[config.mk]
export PLATFORM = sky130hd
export DESIGN_NAME = sreg_port
export DESIGN_NICKNAME = d
export VERILOG_FILES = /design/src/rtl/sreg_port_pkg.sv /design/src/rtl/sreg_port_sync.sv /design/src/rtl/sreg_port_shifter.sv /design/src/rtl/sreg_port_ctrl.sv /design/src/rtl/sreg_port_ram.sv /design/src/rtl/sreg_port.sv
export SDC_FILE = /design/constraint.sdc
export NUM_CORES = 2
export LEC_CHECK = 0
export BUFFER_PORTS_ARGS = -buffer_cell sky130_fd_sc_hd__clkbuf_2
export CAP_MARGIN = 25
export CORE_ASPECT_RATIO = 1.4
export CORE_MARGIN = 5
export CORE_UTILIZATION = 46
export CTS_CLUSTER_SIZE = 30
export DETAILED_ROUTE_END_ITERATION = 8
export HOLD_SLACK_MARGIN = 0.1
export SYNTH_ARGS = -nofsm -noshare
export SYNTH_HDL_FRONTEND = slang
export SYNTH_SLANG_ARGS = --single-unit
export TNS_END_PERCENT = 50
[constraint.sdc]
create_clock -name clk_i -period 5.16 [get_ports clk_i]
set_input_delay 0.516 -clock clk_i [delete_from_list [all_inputs] [get_ports clk_i]]
set_output_delay 0.516 -clock clk_i [all_outputs]
set_load 0.05 [all_outputs]
[src/rtl/sreg_port_pkg.sv]
package sreg_port_pkg;
  typedef enum logic [2:0] {
    CFG_FIRST, CFG_SECOND, CFG_MSB, CFG_LSB, CFG_NINE, CFG_DEAD
  } cfg_e;

  typedef enum logic [1:0] {PH_ADDR, PH_CTRL, PH_DATA} phase_e;

  localparam logic [7:0] INIT_MSB_A  = 8'hFF;
  localparam logic [7:0] INIT_MSB_B  = 8'h00;
  localparam logic [7:0] INIT_LSB_A  = 8'hFF;
  localparam logic [7:0] INIT_LSB_B  = 8'hFF;
  localparam logic [7:0] INIT_NINE_A = 8'h00;
  localparam logic [7:0] INIT_NINE_B = 8'hFF;

  function automatic logic cfg_live(cfg_e c);
    return (c == CFG_MSB) || (c == CFG_LSB) || (c == CFG_NINE);
  endfunction
endpackage

[src/rtl/sreg_port_sync.sv]
module sreg_port_sync #(
  parameter int W      = 3,
  parameter int STAGES = 2
) (
  input  logic         clk_i,
  input  logic         rst_ni,
  input  logic [W-1:0] d_i,
  output logic [W-1:0] q_o
);
  logic [W-1:0] pipe_q [STAGES];

  always_ff @(posedge clk_i or negedge rst_ni) begin
    if (!rst_ni) begin
      for (int i = 0; i < STAGES; i++) pipe_q[i] <= '0;
    end else begin
      pipe_q[0] <= d_i;
      for (int i = 1; i < STAGES; i++) pipe_q[i] <= pipe_q[i-1];
    end
  end

  assign q_o = pipe_q[STAGES-1];
endmodule

[src/rtl/sreg_port_shifter.sv]
module sreg_port_shifter #(
  parameter int DW = 8
) (
  input  logic          clk_i,
  input  logic          rst_ni,
  input  logic          en_i,
  input  logic          sel_i,
  input  logic          sclk_i,
  input  logic          mosi_i,
  input  logic          lsb_i,
  input  logic          nine_i,
  input  logic [DW-1:0] tx_byte_i,
  output logic [DW-1:0] byte_o,
  output logic          byte_vld_o,
  output logic          miso_o,
  output logic          extra_bit_o
);
  localparam int CW = $clog2(DW + 1);
  localparam int PW = $clog2(DW);

  logic          sclk_d;
  logic          rise;
  logic [CW-1:0] cnt_q;
  logic [DW-1:0] rx_q, rx_nx;
  logic [PW-1:0] pos;
  logic          in_data;
  logic          at_last;

  assign rise    = sclk_i & ~sclk_d;
  assign in_data = (cnt_q < CW'(DW));
  assign pos     = lsb_i ? cnt_q[PW-1:0] : PW'(DW - 1) - cnt_q[PW-1:0];
  assign at_last = nine_i ? (cnt_q == CW'(DW)) : (cnt_q == CW'(DW - 1));

  always_comb begin
    rx_nx = rx_q;
    if (in_data) rx_nx[pos] = mosi_i;
  end

  always_ff @(posedge clk_i or negedge rst_ni) begin
    if (!rst_ni) begin
      sclk_d     <= 1'b0;
      cnt_q      <= '0;
      rx_q       <= '0;
      byte_o     <= '0;
      byte_vld_o <= 1'b0;
    end else begin
      sclk_d     <= sclk_i;
      byte_vld_o <= 1'b0;
      if (!sel_i) begin
        cnt_q <= '0;
      end else if (rise && en_i) begin
        rx_q <= rx_nx;
        if (at_last) begin
          cnt_q      <= '0;
          byte_o     <= rx_nx;
          byte_vld_o <= 1'b1;
        end else begin
          cnt_q <= cnt_q + 1'b1;
        end
      end
    end
  end

  // filler bit of the 9-bit framing is always 1
  assign extra_bit_o = ~in_data;
  assign miso_o      = in_data ? tx_byte_i[pos] : 1'b1;
endmodule

[src/rtl/sreg_port_ctrl.sv]
module sreg_port_ctrl
  import sreg_port_pkg::*;
#(
  parameter int          AW          = 8,
  parameter int          DW          = 8,
  parameter int          HOLD_CYCLES = 12,
  parameter logic [7:0]  HDR_A       = 8'hAA,
  parameter logic [7:0]  HDR_B       = 8'h55
) (
  input  logic          clk_i,
  input  logic          rst_ni,
  input  logic          sel_i,
  input  logic [DW-1:0] byte_i,
  input  logic          byte_vld_i,
  input  logic [DW-1:0] rd_data_i,
  output logic          en_o,
  output logic          lsb_o,
  output logic          nine_o,
  output logic [DW-1:0] tx_byte_o,
  output logic          oe_o,
  output logic          we_o,
  output logic [AW-1:0] addr_o,
  output logic [DW-1:0] wdata_o,
  output cfg_e          cfg_o,
  output phase_e        phase_o
);
  localparam int HW = $clog2(HOLD_CYCLES + 1);

  logic [HW-1:0] hold_q;
  cfg_e          cfg_q;
  phase_e        phase_q;
  logic [DW-1:0] first_q;
  logic [AW-1:0] addr_q;
  logic          rd_q, ok_q;
  logic          live;

  function automatic cfg_e decode(logic [7:0] a, logic [7:0] b);
    if (a == INIT_MSB_A && b == INIT_MSB_B)   return CFG_MSB;
    if (a == INIT_LSB_A && b == INIT_LSB_B)   return CFG_LSB;
    if (a == INIT_NINE_A && b == INIT_NINE_B) return CFG_NINE;
    return CFG_DEAD;
  endfunction

  assign live = cfg_live(cfg_q);
  assign en_o = (hold_q == HW'(HOLD_CYCLES));

  always_ff @(posedge clk_i or negedge rst_ni) begin
    if (!rst_ni) begin
      hold_q  <= '0;
      cfg_q   <= CFG_FIRST;
      phase_q <= PH_ADDR;
      first_q <= '0;
      addr_q  <= '0;
      rd_q    <= 1'b0;
      ok_q    <= 1'b0;
    end else begin
      if (!en_o) hold_q <= hold_q + 1'b1;
      if (byte_vld_i) begin
        case (cfg_q)
          CFG_FIRST: begin
            first_q <= byte_i;
            cfg_q   <= CFG_SECOND;
          end
          CFG_SECOND: cfg_q <= decode(first_q, byte_i);
          CFG_MSB, CFG_LSB, CFG_NINE: begin
            case (phase_q)
              PH_ADDR: begin
                addr_q  <= byte_i[AW-1:0];
                phase_q <= PH_CTRL;
              end
              PH_CTRL: begin
                rd_q    <= byte_i[DW-1];
                ok_q    <= (byte_i[DW-2:0] == '0);
                phase_q <= PH_DATA;
              end
              default: addr_q <= addr_q + 1'b1;
            endcase
          end
          default: ;
        endcase
      end
      if (!sel_i) phase_q <= PH_ADDR;
    end
  end

  always_comb begin
    case (phase_q)
      PH_ADDR: tx_byte_o = HDR_A;
      PH_CTRL: tx_byte_o = HDR_B;
      default: tx_byte_o = (ok_q && rd_q) ? rd_data_i : '1;
    endcase
  end

  assign we_o    = byte_vld_i && live && (phase_q == PH_DATA) && ok_q && !rd_q;
  assign addr_o  = addr_q;
  assign wdata_o = byte_i;
  assign oe_o    = live && sel_i;
  assign lsb_o   = (cfg_q == CFG_LSB) || (cfg_q == CFG_NINE);
  assign nine_o  = (cfg_q == CFG_NINE);
  assign cfg_o   = cfg_q;
  assign phase_o = phase_q;
endmodule

[src/rtl/sreg_port_ram.sv]
module sreg_port_ram #(
  parameter int AW = 8,
  parameter int DW = 8
) (
  input  logic          clk_i,
  input  logic          we_i,
  input  logic [AW-1:0] addr_i,
  input  logic [DW-1:0] wdata_i,
  output logic [DW-1:0] rdata_o
);
  localparam int DEPTH = 1 << AW;

  logic [DW-1:0] mem_q [DEPTH];

  always_ff @(posedge clk_i) begin
    if (we_i) mem_q[addr_i] <= wdata_i;
  end

  assign rdata_o = mem_q[addr_i];
endmodule

[src/rtl/sreg_port.sv]
module sreg_port
  import sreg_port_pkg::*;
#(
  parameter int AW          = 8,
  parameter int SYNC_STAGES = 2,
  parameter int HOLD_CYCLES = 12
) (
  input  logic clk_i,
  input  logic rst_ni,
  input  logic sclk_i,
  input  logic ss_ni,
  input  logic mosi_i,
  output logic miso_o,
  output logic miso_oe_o
);
  localparam int DW = 8;

  logic          sclk_s, mosi_s, sel_s;
  logic          en, lsb, nine, oe, we, byte_vld, bit_out, extra_bit;
  logic [DW-1:0] rx_byte, tx_byte, rd_data, wdata;
  logic [AW-1:0] addr;
  cfg_e          cfg;
  phase_e        phase;

  sreg_port_sync #(.W(3), .STAGES(SYNC_STAGES)) u_sync (
    .clk_i (clk_i),
    .rst_ni(rst_ni),
    .d_i   ({sclk_i, mosi_i, ~ss_ni}),
    .q_o   ({sclk_s, mosi_s, sel_s})
  );

  sreg_port_shifter #(.DW(DW)) u_shift (
    .clk_i      (clk_i),
    .rst_ni     (rst_ni),
    .en_i       (en),
    .sel_i      (sel_s),
    .sclk_i     (sclk_s),
    .mosi_i     (mosi_s),
    .lsb_i      (lsb),
    .nine_i     (nine),
    .tx_byte_i  (tx_byte),
    .byte_o     (rx_byte),
    .byte_vld_o (byte_vld),
    .miso_o     (bit_out),
    .extra_bit_o(extra_bit)
  );

  sreg_port_ctrl #(.AW(AW), .DW(DW), .HOLD_CYCLES(HOLD_CYCLES)) u_ctrl (
    .clk_i     (clk_i),
    .rst_ni    (rst_ni),
    .sel_i     (sel_s),
    .byte_i    (rx_byte),
    .byte_vld_i(byte_vld),
    .rd_data_i (rd_data),
    .en_o      (en),
    .lsb_o     (lsb),
    .nine_o    (nine),
    .tx_byte_o (tx_byte),
    .oe_o      (oe),
    .we_o      (we),
    .addr_o    (addr),
    .wdata_o   (wdata),
    .cfg_o     (cfg),
    .phase_o   (phase)
  );

  sreg_port_ram #(.AW(AW), .DW(DW)) u_ram (
    .clk_i  (clk_i),
    .we_i   (we),
    .addr_i (addr),
    .wdata_i(wdata),
    .rdata_o(rd_data)
  );

  assign miso_oe_o = oe;
  assign miso_o    = oe & bit_out;
endmodule

# Word-level counts from Yosys, hierarchy flattened
# Memories as Yosys holds them, arrays and structs flattened.
# Index checks and enable logic that the tools add are counted.
# totals
ff_bits,55
ramBits,2048
out_inout_bits,2
word_cells,114
mem_count,1
# memory_table
name,depth,word_bits,rd,rd_ports_with_merged_regs,write_ports,line_no,text
u_ram.mem_q,256,8,1,0,1,sreg_port_ram.sv:13,logic [DW-1:0] mem_q [DEPTH];
# classes
add_sub_neg,4
n_lt_le_gt_ge,3
n_eq_ne,15
mux,43
bitwise,5
n_reduce_logical,29
# op_table
op,count
8-bit one-hot mux with 2 select lines,2
1-bit two-way mux,21
3-bit two-way mux,7
8-bit == test (second input constant),2
8-bit logical NOT,2
8-bit two-way mux,2
4-bit two-way mux,3
3-bit AND reduction,4
1-bit logical AND,11
4-bit by 1-bit adder with 4-bit output (second input constant),2
8-bit by 1-bit adder with 8-bit output (second input constant),1
8-bit bitwise mux,1
4-bit == test (second input constant),2
7-bit logical NOT,1
3-bit by 2-bit == test with 1-bit output (second input constant),2
2-bit two-way mux,3
2-bit by 1-bit inequality test with 1-bit output (second input constant),3
3-bit one-hot mux with 2 select lines,1
2-bit AND reduction,3
4-bit by 3-bit == test with 1-bit output (second input constant),1
3-bit by 4-bit < comparator with 1-bit output (second input constant),1
4-bit < comparator (second input constant),1
2-bit one-hot mux with 2 select lines,1
1-bit binary-select mux with 3-bit select,1
16 further kinds,21

# Logic depth before layout (Yosys ltp)
# depth
depth_word,16
ltp_mapped,16
ltp_nobuf,9

# Modules after synthesis
# A second synthesis with hierarchy kept.
# unflattened
cells_unflattened,3849
hier_area_um2,81558.2
# by_module_without_submodules
mod,instances,cells_per_inst,area_each_um2,seq_area_each_um2
sreg_port_ram,1,3539,78332.6,61499.0
sreg_port_ctrl,1,177,1639.1,675.6
sreg_port_shifter,1,122,1403.8,550.5
sreg_port_sync,1,9,172.7,150.1
sreg_port,1,2,10.0,0.0

# Worst setup path after synthesis
# Ideal clock, no wire load.
# synth_path
path_type,flip-flop to flip-flop
start,register u_shift.byte_o[3]
end,"register u_ctrl.cfg_q[1], in the netlist u_ctrl.cfg_o[1]"
arrival_time_ns,4.177
required_ns,5.027
slack_ns,0.850
path_stages_with_launch,6
n_path_buf,0
synth_period_minus_slack_ns,4.310
cell_sequence,dfrtp_1 nor4_1 nand2_1 nor2_1 o21ai_0 o21ai_0
# synth_between
elab_chain_len,11
# synth_lines
element,line_no,text
"start, declared",sreg_port_shifter.sv:13,"output logic [DW-1:0] byte_o,"
"start signal, assigned",sreg_port_shifter.sv:55,byte_o <= rx_nx;
8-bit == test,"sreg_port_ctrl.sv:39, sreg_port_ctrl.sv:40",
1-bit logical AND,sreg_port_ctrl.sv:40,if (a == INIT_NINE_A && b == INIT_NINE_B) return CFG_NINE;
1-bit two-way mux (2 in series),sreg_port_ctrl.sv:40,
1-bit two-way mux,sreg_port_ctrl.sv:39,if (a == INIT_LSB_A && b == INIT_LSB_B) return CFG_LSB;
1-bit two-way mux,sreg_port_ctrl.sv:59,case (cfg_q)
1-bit two-way mux,sreg_port_ctrl.sv:58,if (byte_vld_i) begin
3-bit two-way mux,sreg_port_ctrl.sv:41,return CFG_DEAD;
3-bit two-way mux,sreg_port_ctrl.sv:40,
3-bit two-way mux *,sreg_port_ctrl.sv:39,
3-bit one-hot mux with 2 select lines *,sreg_port_ctrl.sv:59,
"end signal, assigned",sreg_port_ctrl.sv:64,"CFG_SECOND: cfg_q <= decode(first_q, byte_i);"
"end, declared",sreg_port_ctrl.sv:30,cfg_e cfg_q;
# Every way passes the cells marked *; elsewhere a longest branch is shown, timed or not. The select of a mux whose other input is x is not followed.
# A chain may end at the register's enable or synchronous reset.

# Final worst setup path
# layout_path
start,"register u_ctrl.addr_q[1], in the netlist u_ctrl.addr_o[1]"
end,output miso_o
# layout_between
elab_chain_len,7
# layout_lines
element,line_no,text
"start, declared",sreg_port_ctrl.sv:33,logic [AW-1:0] addr_q;
"start signal, assigned",sreg_port_ctrl.sv:68,addr_q <= byte_i[AW-1:0];
"start signal, assigned",sreg_port_ctrl.sv:76,default: addr_q <= addr_q + 1'b1;
memory read 256 x 8 bit,-,
8-bit two-way mux,sreg_port_ctrl.sv:90,default: tx_byte_o = (ok_q && rd_q) ? rd_data_i : '1;
8-bit one-hot mux with 2 select lines,sreg_port_ctrl.sv:87,case (phase_q)
1-bit binary-select mux with 3-bit select,sreg_port_shifter.sv:66,assign miso_o = in_data ? tx_byte_i[pos] : 1'b1;
1-bit two-way mux (not written as such),sreg_port_shifter.sv:66,
1-bit two-way mux,sreg_port_shifter.sv:66,
1-bit AND,sreg_port.sv:76,assign miso_o = oe & bit_out;
"end, declared",sreg_port.sv:13,"output logic miso_o,"
# No other way between the ends. The select of a mux whose other input is x is not followed.

==> summary.md <==
| Metric | Value |
|---|---|
| Synthesis-stage register bit count | `between 2,000 and 2,500` |
| Worst-Margin Slew | `between 1000 and 1500 ps` |
| Clock H-tree levels | `4` |
| Overall power | `~0.033 W` |
| Violated checks | `setup timing` |
| Reg-to-reg setup timing slack | `670 ps` |
| VDD IR max | `between 0.0003 and 0.0004 V` |
| DR WL/cell | `about 35 µm` |
| Critical path required time | `roughly 4600 ps` |
| Endpoints failing hold | `0` |
| Die Footprint | `approximately 190,000 µm²` |
| RR Startpoint | `u_ctrl.cfg_o[0]` |
| EDFF count, synth | `around 2,000` |
| First-pass GRT wire length | `approximately 340,000 µm` |
| Critical path origin | `u_ctrl.addr_o[1]` |
| Setup ws final | `-44.9 ps` |
| Starting Density | `0.462` |
| DR DRC count | `0` |
| Post-synth top area cell | `edfxtp_1` |
| Number of I/O pins | `7` |
| Asr flop ratio synth | `0.0262` |
| Crit start category | `flop` |
| Leakage dissipation | `approximately 35 nW` |
| Rows | `between 150 and 200` |
| CP Class | `reg -> out` |
| Crit path max fanout | `26` |
| WHS Path Cells | `2` |
| Outcome | `complete, but fails checks` |
| Cell family with most CP delay | `compound AO/OA/AOI/OAI gates` |
| CP Capture Type | `output pin` |
| Setup Skew | `22.2 ps` |
| Slew Limit Headroom | `0.192` |
| Clk buf depth | `3` |
| Syn Inst Count | `approximately 4,000` |
| Cell depth of the worst setup path | `11` |
| CP arrival | `4690 ps` |
| Cts bufs inserted | `between 150 and 200` |
| I/O Buffers | `6` |
| Vias post-DR | `43,300` |
| Top FF cell, synth | `edfxtp_1` |
| Seq/Total Area, Yosys | `0.758` |
| Vias per cell | `6.23` |
| R2R Path End | `u_ram.mem_q[194][0]` |
| Multi-input logic area | `between 15,000 and 20,000 µm²` |
| DRT Pass-1 Iters | `7` |
| Die Wd | `369 µm` |
| Die height | `slightly above 500 µm` |
| Max_cap viols | `0` |
| Worst-path clk slew | `roughly 70 ps` |
| Post-layout util | `0.529` |
| Syn nets | `4,078` |
| Largest net degree at the start of global routing | `198` |
| Crit path to | `miso_o` |
| Post-synth top area share | `0.742` |
| Crit path buffers/inverters | `4` |
| Drt initial violations | `about 5,300` |
| Commonest cells after routing, fill and taps aside | `2,048 x edfxtp_1, 437 x mux4_2, 383 x buf_4` |
| Placed cells | `6,563` |
| Max incr delay on CP | `between 800 and 900 ps` |
| Leading cell type in the layout, fill and taps excluded | `edfxtp_1` |
| WL final | `between 200,000 and 250,000 µm` |
| Final TNS setup | `-44.9 ps` |
| Final setup vio count | `1` |
| Routability cong. | `0.900` |
| Ys Warns | `0` |
| Core area | `approximately 180,000 µm²` |
| DRT antenna net count | `0` |
| FILL cells | `~14,000` |
| Mapped cell area | `82,900 µm²` |
| Post-Syn Area per Cell | `20.4 µm²` |
| Synth cell types | `78` |
| Number of global-route vias before repair | `around 44,000` |
| Antenna violations before repair | `6` |
| Reg2Reg Depth | `8` |
| Post-route insts no fill | `6,945` |
| Slew Viols, Final | `0` |
| Crit-path cells | `buf_12 -> nor2b_4 -> buf_6 -> a211oi_1 -> o41ai_1 -> a21oi_2 -> nor3_1 -> nand4bb_1 -> o31ai_4 -> buf_4 -> buf_12` |
| CTS tree | `built` |
| Final period util | `1.01` |
| Nets | `between 4,000 and 5,000` |
| Global-route total usage across every layer | `0.253` |
| DP Wirelength | `between 150,000 and 200,000 µm` |
| Crit-path most repeated cell | `buf_12` |
| Clk root buf | `clkbuf_16` |
| Final Critical Period | `around 5200 ps` |
| Synth area leaders | `edfxtp_1 74%, mux4_2 12%, mux2i_1 2.0%` |
| Worst hold-check path type | `in -> reg` |
| Synthesis-to-layout area growth | `14.3%` |
| Clk Latency, worst-skew pair | `850 ps` |
| GRT overflow | `0` |
| Register area | `roughly 63,000 µm²` |
| Power Density | `roughly 350 nW/µm²` |
| Share of cells above drive strength 1 | `0.276` |
| CTS Sinks | `roughly 2,100` |
| WHS | `approximately 330 ps` |
| Maximum clock rate | `0.192 GHz` |
| CP max-delay cell | `o41ai_1` |
-- cells by family after synthesis --
kind of cell	synth area share
xor+xnor	0.000317
flops	0.758
fa+ha+maj	0.00121
simple gates	0.0358
compound gates	0.0295
buf+inv	0.0206
mux	0.154
-- worst min path at each step --
| stage | start | slack, ps | endpoint |
|---|---|---|---|
| detailed placement | u_sync.pipe_q[4] | 340 | u_sync.q_o[1] |
| CTS | mosi_i | 290 | u_sync.pipe_q[4] |
| finish | mosi_i | 330 | u_sync.pipe_q[4] |
| floorplan | rst_ni | 220 | u_ctrl.addr_o[0] |
| global placement | u_sync.pipe_q[4] | 350 | u_sync.q_o[1] |
| global route | mosi_i | 330 | u_sync.pipe_q[4] |
-- flip-flops by register name, summed over array words and instances, names as in the netlist --
| name | count |
|---|---|
| u_ctrl.rd_q | 1 |
| u_shift.rx_q | 8 |
| u_ram.mem_q | 2048 |
| u_ctrl.phase_o | 2 |
| u_shift.cnt_q | 4 |
| u_ctrl.cfg_o | 3 |
| u_ctrl.hold_q | 4 |
| u_shift.byte_o | 8 |
| u_shift.sclk_d | 1 |
| u_ctrl.first_q | 8 |
| u_sync.q_o | 3 |
| u_ctrl.ok_q | 1 |
| u_shift.byte_vld_o | 1 |
| u_ctrl.addr_o | 8 |
| u_sync.pipe_q | 3 |
-- layout make-up --
class                           instances  area share
Clock buffer                          222      0.0529
Clock inverter                        128      0.0128
Inverter                               14    0.000607
Tap cell                             2325      0.0307
Antenna cell                            1   0.0000264
Multi-Input combinational cell       1706       0.197
Timing Repair Buffer                  446      0.0425
Sequential cell                      2103       0.664
-- per-layer routing --
metal  wire length [µm]  up-vias  global-route usage
met5                 38        -                   0
met3              18900      579              0.0485
met1              88800    23000               0.321
li1                   -    17600                   -
met2             120000     2096               0.421
met4              13800        6               0.127
-- synthesized netlist by cell type (15+ instances only) --
cell      count
nand3_1      45
dfrtp_1      55
buf_6        19
a31oi_1      15
o22ai_1      41
buf_4        31
buf_8        16
edfxtp_1   2048
nand2_1     163
o21ai_0      43
a211oi_1     18
buf_2        40
a22oi_1      81
clkbuf_1    107
mux2i_1     168
mux2_2       36
a21oi_1      46
a221oi_1     24
nand4_1      25
mux4_2      436
nor3_1       21
nor2_1      321
nor2b_1      23
mux4_1       34
-- what timing repair did --
| action | 4_1_cts | 5_1_grt |
|---|---|---|
| resized for setup | 45 | 18 |
| hold buffers | 4 | 0 |
| gates cloned | 2 | 2 |
| endpoints found under the hold margin | 58 | 0 |
| pin swaps | 4 | 4 |
| setup endpoints to repair | 1 | 1 |
| buffers inserted | 18 | 4 |
-- power by group --
group          total (W)  internal, W  switching [W]
combinational  0.0000570    0.0000223      0.0000347
clock             0.0143      0.00805        0.00627
sequential        0.0185       0.0184     0.00000829
total             0.0328       0.0265        0.00632
-- stage by stage --
| step | area [µm²] | worst slack [ps] |
|---|---|---|
| 6_report | 94800 | -44.9 |
| 5_1_grt | 94800 | -22.1 |
| 2_1_floorplan | 82900 | 850 |
| 3_3_place_gp | 87800 | 51.9 |
| 4_1_cts | 94600 | 3.94 |
| 3_5_place_dp | 87900 | 116 |
(Power assumes the default switching activity.)
